## src/rtl/spwm_pkg.sv

```systemverilog
package spwm_pkg;

  localparam logic [1:0] SEL_PHASE = 2'd0;
  localparam logic [1:0] SEL_DUTY  = 2'd1;
  localparam logic [1:0] SEL_POL   = 2'd2;

  typedef struct packed {
    logic ldPhase;
    logic ldDuty;
    logic ldPol;
    logic commit;
  } spwm_strobe_t;

endpackage

```

## src/rtl/spwm_ctrl.sv

```systemverilog
module spwm_ctrl
  import spwm_pkg::*;
(
  input  logic         clk,
  input  logic         rstN,
  input  logic         wrEn,
  input  logic [1:0]   wrSel,
  input  logic         tbBoundary,
  output spwm_strobe_t strb
);

  always_comb begin
    strb.ldPhase = wrEn && (wrSel == SEL_PHASE);
    strb.ldDuty  = wrEn && (wrSel == SEL_DUTY);
    strb.ldPol   = wrEn && (wrSel == SEL_POL);
    strb.commit  = tbBoundary;
  end

  // at most one holding register is targeted per write
  assert_single_target_R9: assert property (@(posedge clk) disable iff (!rstN)
    $onehot0({strb.ldPhase, strb.ldDuty, strb.ldPol}));

  // no load strobe without a write
  assert_no_stray_load_R9: assert property (@(posedge clk) disable iff (!rstN)
    !wrEn |-> !(strb.ldPhase || strb.ldDuty || strb.ldPol));

endmodule

```

## src/rtl/spwm_window.sv

```systemverilog
module spwm_window #(
  parameter int CNT_W = 16
) (
  input  logic [CNT_W-1:0] count,
  input  logic [CNT_W-1:0] period,
  input  logic [CNT_W-1:0] phase,
  input  logic [CNT_W-1:0] duty,
  output logic             inWin
);

  localparam int SUM_W = CNT_W + 1;

  logic [SUM_W-1:0] rawTrail;
  logic [SUM_W-1:0] trail;
  logic [SUM_W-1:0] cntX;
  logic [SUM_W-1:0] phX;
  logic             fullOn;
  logic             zeroOn;

  always_comb begin
    cntX     = {1'b0, count};
    phX      = {1'b0, phase};
    rawTrail = phX + {1'b0, duty};
    trail    = (rawTrail >= {1'b0, period}) ? rawTrail - {1'b0, period} : rawTrail;
    zeroOn   = (duty == '0);
    fullOn   = (duty >= period);
    if (zeroOn)            inWin = 1'b0;
    else if (fullOn)       inWin = 1'b1;
    else if (phX < trail)  inWin = (cntX >= phX) && (cntX < trail);
    else                   inWin = (cntX >= phX) || (cntX < trail);
  end

endmodule

```

## src/rtl/spwm_datapath.sv

```systemverilog
module spwm_datapath
  import spwm_pkg::*;
#(
  parameter int CNT_W = 16
) (
  input  logic             clk,
  input  logic             rstN,
  input  spwm_strobe_t     strb,
  input  logic [CNT_W-1:0] wrData,
  input  logic [CNT_W-1:0] tbCount,
  input  logic [CNT_W-1:0] tbPeriod,
  input  logic             enable,
  output logic             pinOut
);

  logic [CNT_W-1:0] shPhase, shDuty;
  logic             shPol;
  logic [CNT_W-1:0] actPhase, actDuty;
  logic             actPol;
  logic [CNT_W-1:0] effPhase, effDuty;
  logic             effPol;
  logic             inWin;

  // holding registers
  always_ff @(posedge clk or negedge rstN) begin
    if (!rstN) begin
      shPhase <= '0;
      shDuty  <= '0;
      shPol   <= 1'b0;
    end else begin
      if (strb.ldPhase) shPhase <= wrData;
      if (strb.ldDuty)  shDuty  <= wrData;
      if (strb.ldPol)   shPol   <= wrData[0];
    end
  end

  // working registers, loaded at the boundary
  always_ff @(posedge clk or negedge rstN) begin
    if (!rstN) begin
      actPhase <= '0;
      actDuty  <= '0;
      actPol   <= 1'b0;
    end else if (strb.commit) begin
      actPhase <= shPhase;
      actDuty  <= shDuty;
      actPol   <= shPol;
    end
  end

  // the boundary cycle already compares with the freshly committed values
  always_comb begin
    effPhase = strb.commit ? shPhase : actPhase;
    effDuty  = strb.commit ? shDuty  : actDuty;
    effPol   = strb.commit ? shPol   : actPol;
  end

  spwm_window #(.CNT_W(CNT_W)) u_window (
    .count  (tbCount),
    .period (tbPeriod),
    .phase  (effPhase),
    .duty   (effDuty),
    .inWin  (inWin)
  );

  always_ff @(posedge clk or negedge rstN) begin
    if (!rstN) pinOut <= 1'b0;
    else       pinOut <= enable ? (inWin ^ effPol) : effPol;
  end

  assert_commit_load_R6: assert property (@(posedge clk) disable iff (!rstN)
    strb.commit |=> (actDuty == $past(shDuty)) && (actPhase == $past(shPhase))
                    && (actPol == $past(shPol)));

  assert_hold_between_R6: assert property (@(posedge clk) disable iff (!rstN)
    !strb.commit |=> $stable(actDuty) && $stable(actPhase) && $stable(actPol));

  assert_disabled_idle_R8: assert property (@(posedge clk) disable iff (!rstN)
    !enable |=> pinOut == $past(effPol));

  assert_zero_duty_R4: assert property (@(posedge clk) disable iff (!rstN)
    (enable && effDuty == '0) |=> pinOut == $past(effPol));

  assert_full_duty_R5: assert property (@(posedge clk) disable iff (!rstN)
    (enable && effDuty >= tbPeriod) |=> pinOut != $past(effPol));

  assert_lead_edge_R2: assert property (@(posedge clk) disable iff (!rstN)
    (enable && effDuty != '0 && tbCount == effPhase && effPhase < tbPeriod)
      |=> pinOut != $past(effPol));

endmodule

```

## src/rtl/spwm_channel.sv

```systemverilog
module spwm_channel
  import spwm_pkg::*;
#(
  parameter int CNT_W = 16
) (
  input  logic             clk,
  input  logic             rstN,
  input  logic             enable,
  input  logic             wrEn,
  input  logic [1:0]       wrSel,
  input  logic [CNT_W-1:0] wrData,
  input  logic [CNT_W-1:0] tbCount,
  input  logic [CNT_W-1:0] tbPeriod,
  input  logic             tbBoundary,
  output logic             pinOut
);

  spwm_strobe_t strb;

  spwm_ctrl u_ctrl (
    .clk        (clk),
    .rstN       (rstN),
    .wrEn       (wrEn),
    .wrSel      (wrSel),
    .tbBoundary (tbBoundary),
    .strb       (strb)
  );

  spwm_datapath #(.CNT_W(CNT_W)) u_datapath (
    .clk      (clk),
    .rstN     (rstN),
    .strb     (strb),
    .wrData   (wrData),
    .tbCount  (tbCount),
    .tbPeriod (tbPeriod),
    .enable   (enable),
    .pinOut   (pinOut)
  );

  // pin is low whenever reset is applied
  always_comb begin
    if (!rstN) assert_reset_low_R1: assert (pinOut == 1'b0);
  end

endmodule

```

## config.mk

```make
export PLATFORM = sky130hd
export DESIGN_NAME = spwm_channel
export DESIGN_NICKNAME = d
export VERILOG_FILES = /design/src/rtl/spwm_pkg.sv /design/src/rtl/spwm_ctrl.sv /design/src/rtl/spwm_window.sv /design/src/rtl/spwm_datapath.sv /design/src/rtl/spwm_channel.sv
export SDC_FILE = /design/constraint.sdc
export NUM_CORES = 1
export LEC_CHECK = 0
export ABC_CLOCK_PERIOD_IN_PS = 15510
export BUFFER_PORTS_ARGS = -buffer_cell sky130_fd_sc_hd__buf_2
export CAP_MARGIN = 20
export CORE_MARGIN = 8
export CORE_UTILIZATION = 45
export DETAILED_ROUTE_END_ITERATION = 8
export MAX_ROUTING_LAYER = met4
export SLEW_MARGIN = 10
export SYNTH_ARGS = -nofsm -noshare
export SYNTH_HDL_FRONTEND = slang
export SYNTH_SLANG_ARGS = --single-unit
```

## constraint.sdc

```tcl
create_clock -name clk -period 15.51 [get_ports clk]
set_input_delay 0.7755 -clock clk [delete_from_list [all_inputs] [get_ports clk]]
set_output_delay 0.7755 -clock clk [all_outputs]
set_load 0.1 [all_outputs]
```

==> flow_summary.json <==
{
  "status": "finished clean",
  "yosys_register_bits": 67,
  "avgSynthCellArea_sq_um": 10.0,
  "htree_levels": 3,
  "cp-start-kind": "input pin",
  "port_buffers": 55,
  "highest_layer": "met4",
  "placed_cell_area_sq_um": 6210,
  "fill_cells": 1185,
  "areaGrowthSynthToFinish_pct": 13.1,
  "gp_congestion": 0.951,
  "syn_nets": 719,
  "final_nets": 778,
  "io_pins": 56,
  "area.sequential_sq_um": 1680,
  "synth_area_sq_um": 5740,
  "critPathMaxStageDelay_ns": 0.66,
  "maxCapViolCount": 0,
  "multi_input_comb_area_sq_um": 3870,
  "setup_violations": 0,
  "grt_pass1_vias": 4711,
  "met3_length_microns": 701,
  "final_cell_mix": "ha_1, dfrtp_1, buf_2",
  "cts.clk_slew.worst_paths_ns": 0.05,
  "cp_max_fo": 33,
  "synth-edff-count": 0,
  "die_w_microns": 129,
  "synth_cells": 572,
  "synth_async_sr_flop_share_pct": 100,
  "die_area_sq_um": 16600,
  "yosys_warnings": 0,
  "synthDistinctLibCells": 66,
  "end_kind": "flip-flop",
  "clock_sinks": 67,
  "antenna-diode-count": 0,
  "drtAntennaViolNets": 0,
  "num_vias": 4510,
  "remaining_drc_errors": 0,
  "max_freq_ghz": 0.122,
  "required_ns": 15.72,
  "relSlewSlack_pct": 41.0,
  "clk_path_buf_depth": 2,
  "rsz0062_at_grt": "false",
  "drtIter0Drc": 300,
  "hold_viol": 0,
  "final_area_sq_um": 6490,
  "arrival_ns": 8.43,
  "cts_tree": "yes",
  "core-area_sq_um": 12500,
  "layout-drive-gt1-share_pct": 21.6,
  "hold_path_class": "reg -> reg",
  "period_minus_slack_ns": 8.23,
  "period_share_pct": 53.1,
  "tightest_slew_ns": 0.883,
  "drt-met1-wl_microns": 7410,
  "holdBufCountCts": 0,
  "layout_commonest_cell": "ha_1",
  "die_h_microns": 129,
  "num_rows": 41,
  "drt-pass1-iter-count": 4,
  "dominantRegCellSynth": "dfrtp_1",
  "final_max_slew_viol_count": 0,
  "ctsResizeCount": 0,
  "gr-total-overflow": 0,
  "crit_type": "in -> reg",
  "wl_met2_microns": 6820,
  "grt_antenna_before_repair": 0,
  "wl_per_cell_microns": 18.8,
  "grt_max_degree": 68,
  "vias_per_cell": 5.59,
  "clockRootBuffer": "clkbuf_16",
  "setup-tns-final_ns": 0,
  "crit_path_top_delay_cell": "buf_2",
  "grt_first_pass_wirelength_microns": 24800,
  "cpMostUsedCell": "ha_1",
  "insertion_delay_ns": 0.32,
  "postRouteWirelength_microns": 15200,
  "grtUsageTotal_pct": 19.6,
  "cts_setup_buffers": 0,
  "dp_hpwl_microns": 12600,
  "skew_ns": 0.00492,
  "yosysSeqAreaShare_pct": 29.2,
  "numCtsBuffers": 9,
  "initial_utilization_pct": 45.9
}
-- worst paths after layout --
| kind | cells past startpoint | endpoint | startpoint | slack, ns |
|---|---|---|---|---|
| min | 1 | u_datapath.shDuty[3] | u_datapath.shDuty[3] | 0.50 |
| max reg2reg | 29 | u_datapath.pinOut | u_datapath.shDuty[0] | 8.14 |
| min reg2reg | 1 | u_datapath.shDuty[3] | u_datapath.shDuty[3] | 0.50 |
| max in group asynchronous | 2 | u_datapath.actDuty[14] | rstN | 14.33 |
| max | 30 | u_datapath.pinOut | tbBoundary | 7.28 |
| min in group asynchronous | 2 | u_datapath.shDuty[0] | rstN | 0.63 |
-- state kept, by name (all words and copies together) (netlist names) --
signal	cells
u_datapath.actDuty	16
u_datapath.actPhase	16
u_datapath.shDuty	16
u_datapath.shPhase	16
u_datapath.actPol	1
u_datapath.pinOut	1
u_datapath.shPol	1
-- critical path: cells and delay by family --
family / cells / cell delay (ns)
adder cells (fa/ha/maj): 4 / 1.35
AND/OR/NAND/NOR: 4 / 0.67
XOR/XNOR: 1 / 0.15
buffers and inverters: 2 / 0.78
AO/OA/AOI/OAI: 18 / 4.33
multiplexers: 1 / 0.34
-- cells by family after synthesis --
family                     count (synthesis)  share of synthesized area (%)
AOI/OAI and AO/OA                        158                           20.0
and+or+nand+nor                          107                           9.68
adders and majority gates                 92                           20.3
muxes                                     68                           13.0
DFF                                       67                           29.2
buffers and inverters                     51                           3.38
xor gates and xnor gates                  29                           4.43
-- metrics by stage --
stage | std cells | utilization, % | hold WS, ns | setup slack [ns]
finish | 807 | 51.9 | 0.499 | 7.28
global route | 807 | 51.9 | 0.523 | 6.67
CTS | 807 | 51.9 | 0.504 | 7.31
detailed placement | 792 | 49.6 | 0.490 | 6.94
global placement | 792 | 49.6 | 0.483 | 7.22
floorplan | 572 | - | 0.474 | 7.85
-- area by class of cell --
| cell class | instances | share of cell area, % |
|---|---|---|
| multi-input combinational | 454 | 59.7 |
| clock inverter | 2 | 0.154 |
| timing repair buffer | 57 | 4.47 |
| tap | 172 | 3.31 |
| sequential | 67 | 25.8 |
| clock buffer | 13 | 4.16 |
| inverter | 42 | 2.43 |
-- cells in the mapped netlist (3+ instances only) --
| cell | instances | area [sq um] |
|---|---|---|
| nand2_1 | 20 | 75.1 |
| nor3_1 | 5 | 25.0 |
| nand2b_1 | 11 | 68.8 |
| o21ai_0 | 23 | 115 |
| a21o_1 | 33 | 248 |
| xnor2_1 | 16 | 140 |
| o21bai_1 | 3 | 22.5 |
| and3_1 | 3 | 18.8 |
| a2111oi_0 | 5 | 43.8 |
| clkbuf_1 | 6 | 22.5 |
| nand4_1 | 5 | 31.3 |
| mux2_2 | 51 | 574 |
| mux2i_1 | 17 | 170 |
| or3_1 | 4 | 25.0 |
| inv_1 | 42 | 158 |
| nor4_1 | 6 | 37.5 |
| xor2_1 | 13 | 114 |
| ha_1 | 90 | 1130 |
| o31ai_1 | 3 | 22.5 |
| dfrtp_1 | 67 | 1680 |
| o211ai_1 | 6 | 45.0 |
| nor2_1 | 28 | 105 |
| and2_1 | 3 | 18.8 |
| nand3_1 | 9 | 45.0 |
| nor2b_1 | 4 | 25.0 |
| o21a_1 | 7 | 52.6 |
| and4_1 | 3 | 26.3 |
| a21oi_1 | 37 | 185 |
| a211oi_1 | 6 | 45.0 |
-- routing by layer --
layer	track usage (%)	vias to the layer above
li1	-	2249
met1	26.1	2144
met2	30.3	103
met3	2.98	14
met4	5.67	0
met5	-	-
Power is left out: the tool's default activity adds up to more than one toggle a clock period on the data nets, which glitch-free logic cannot reach.
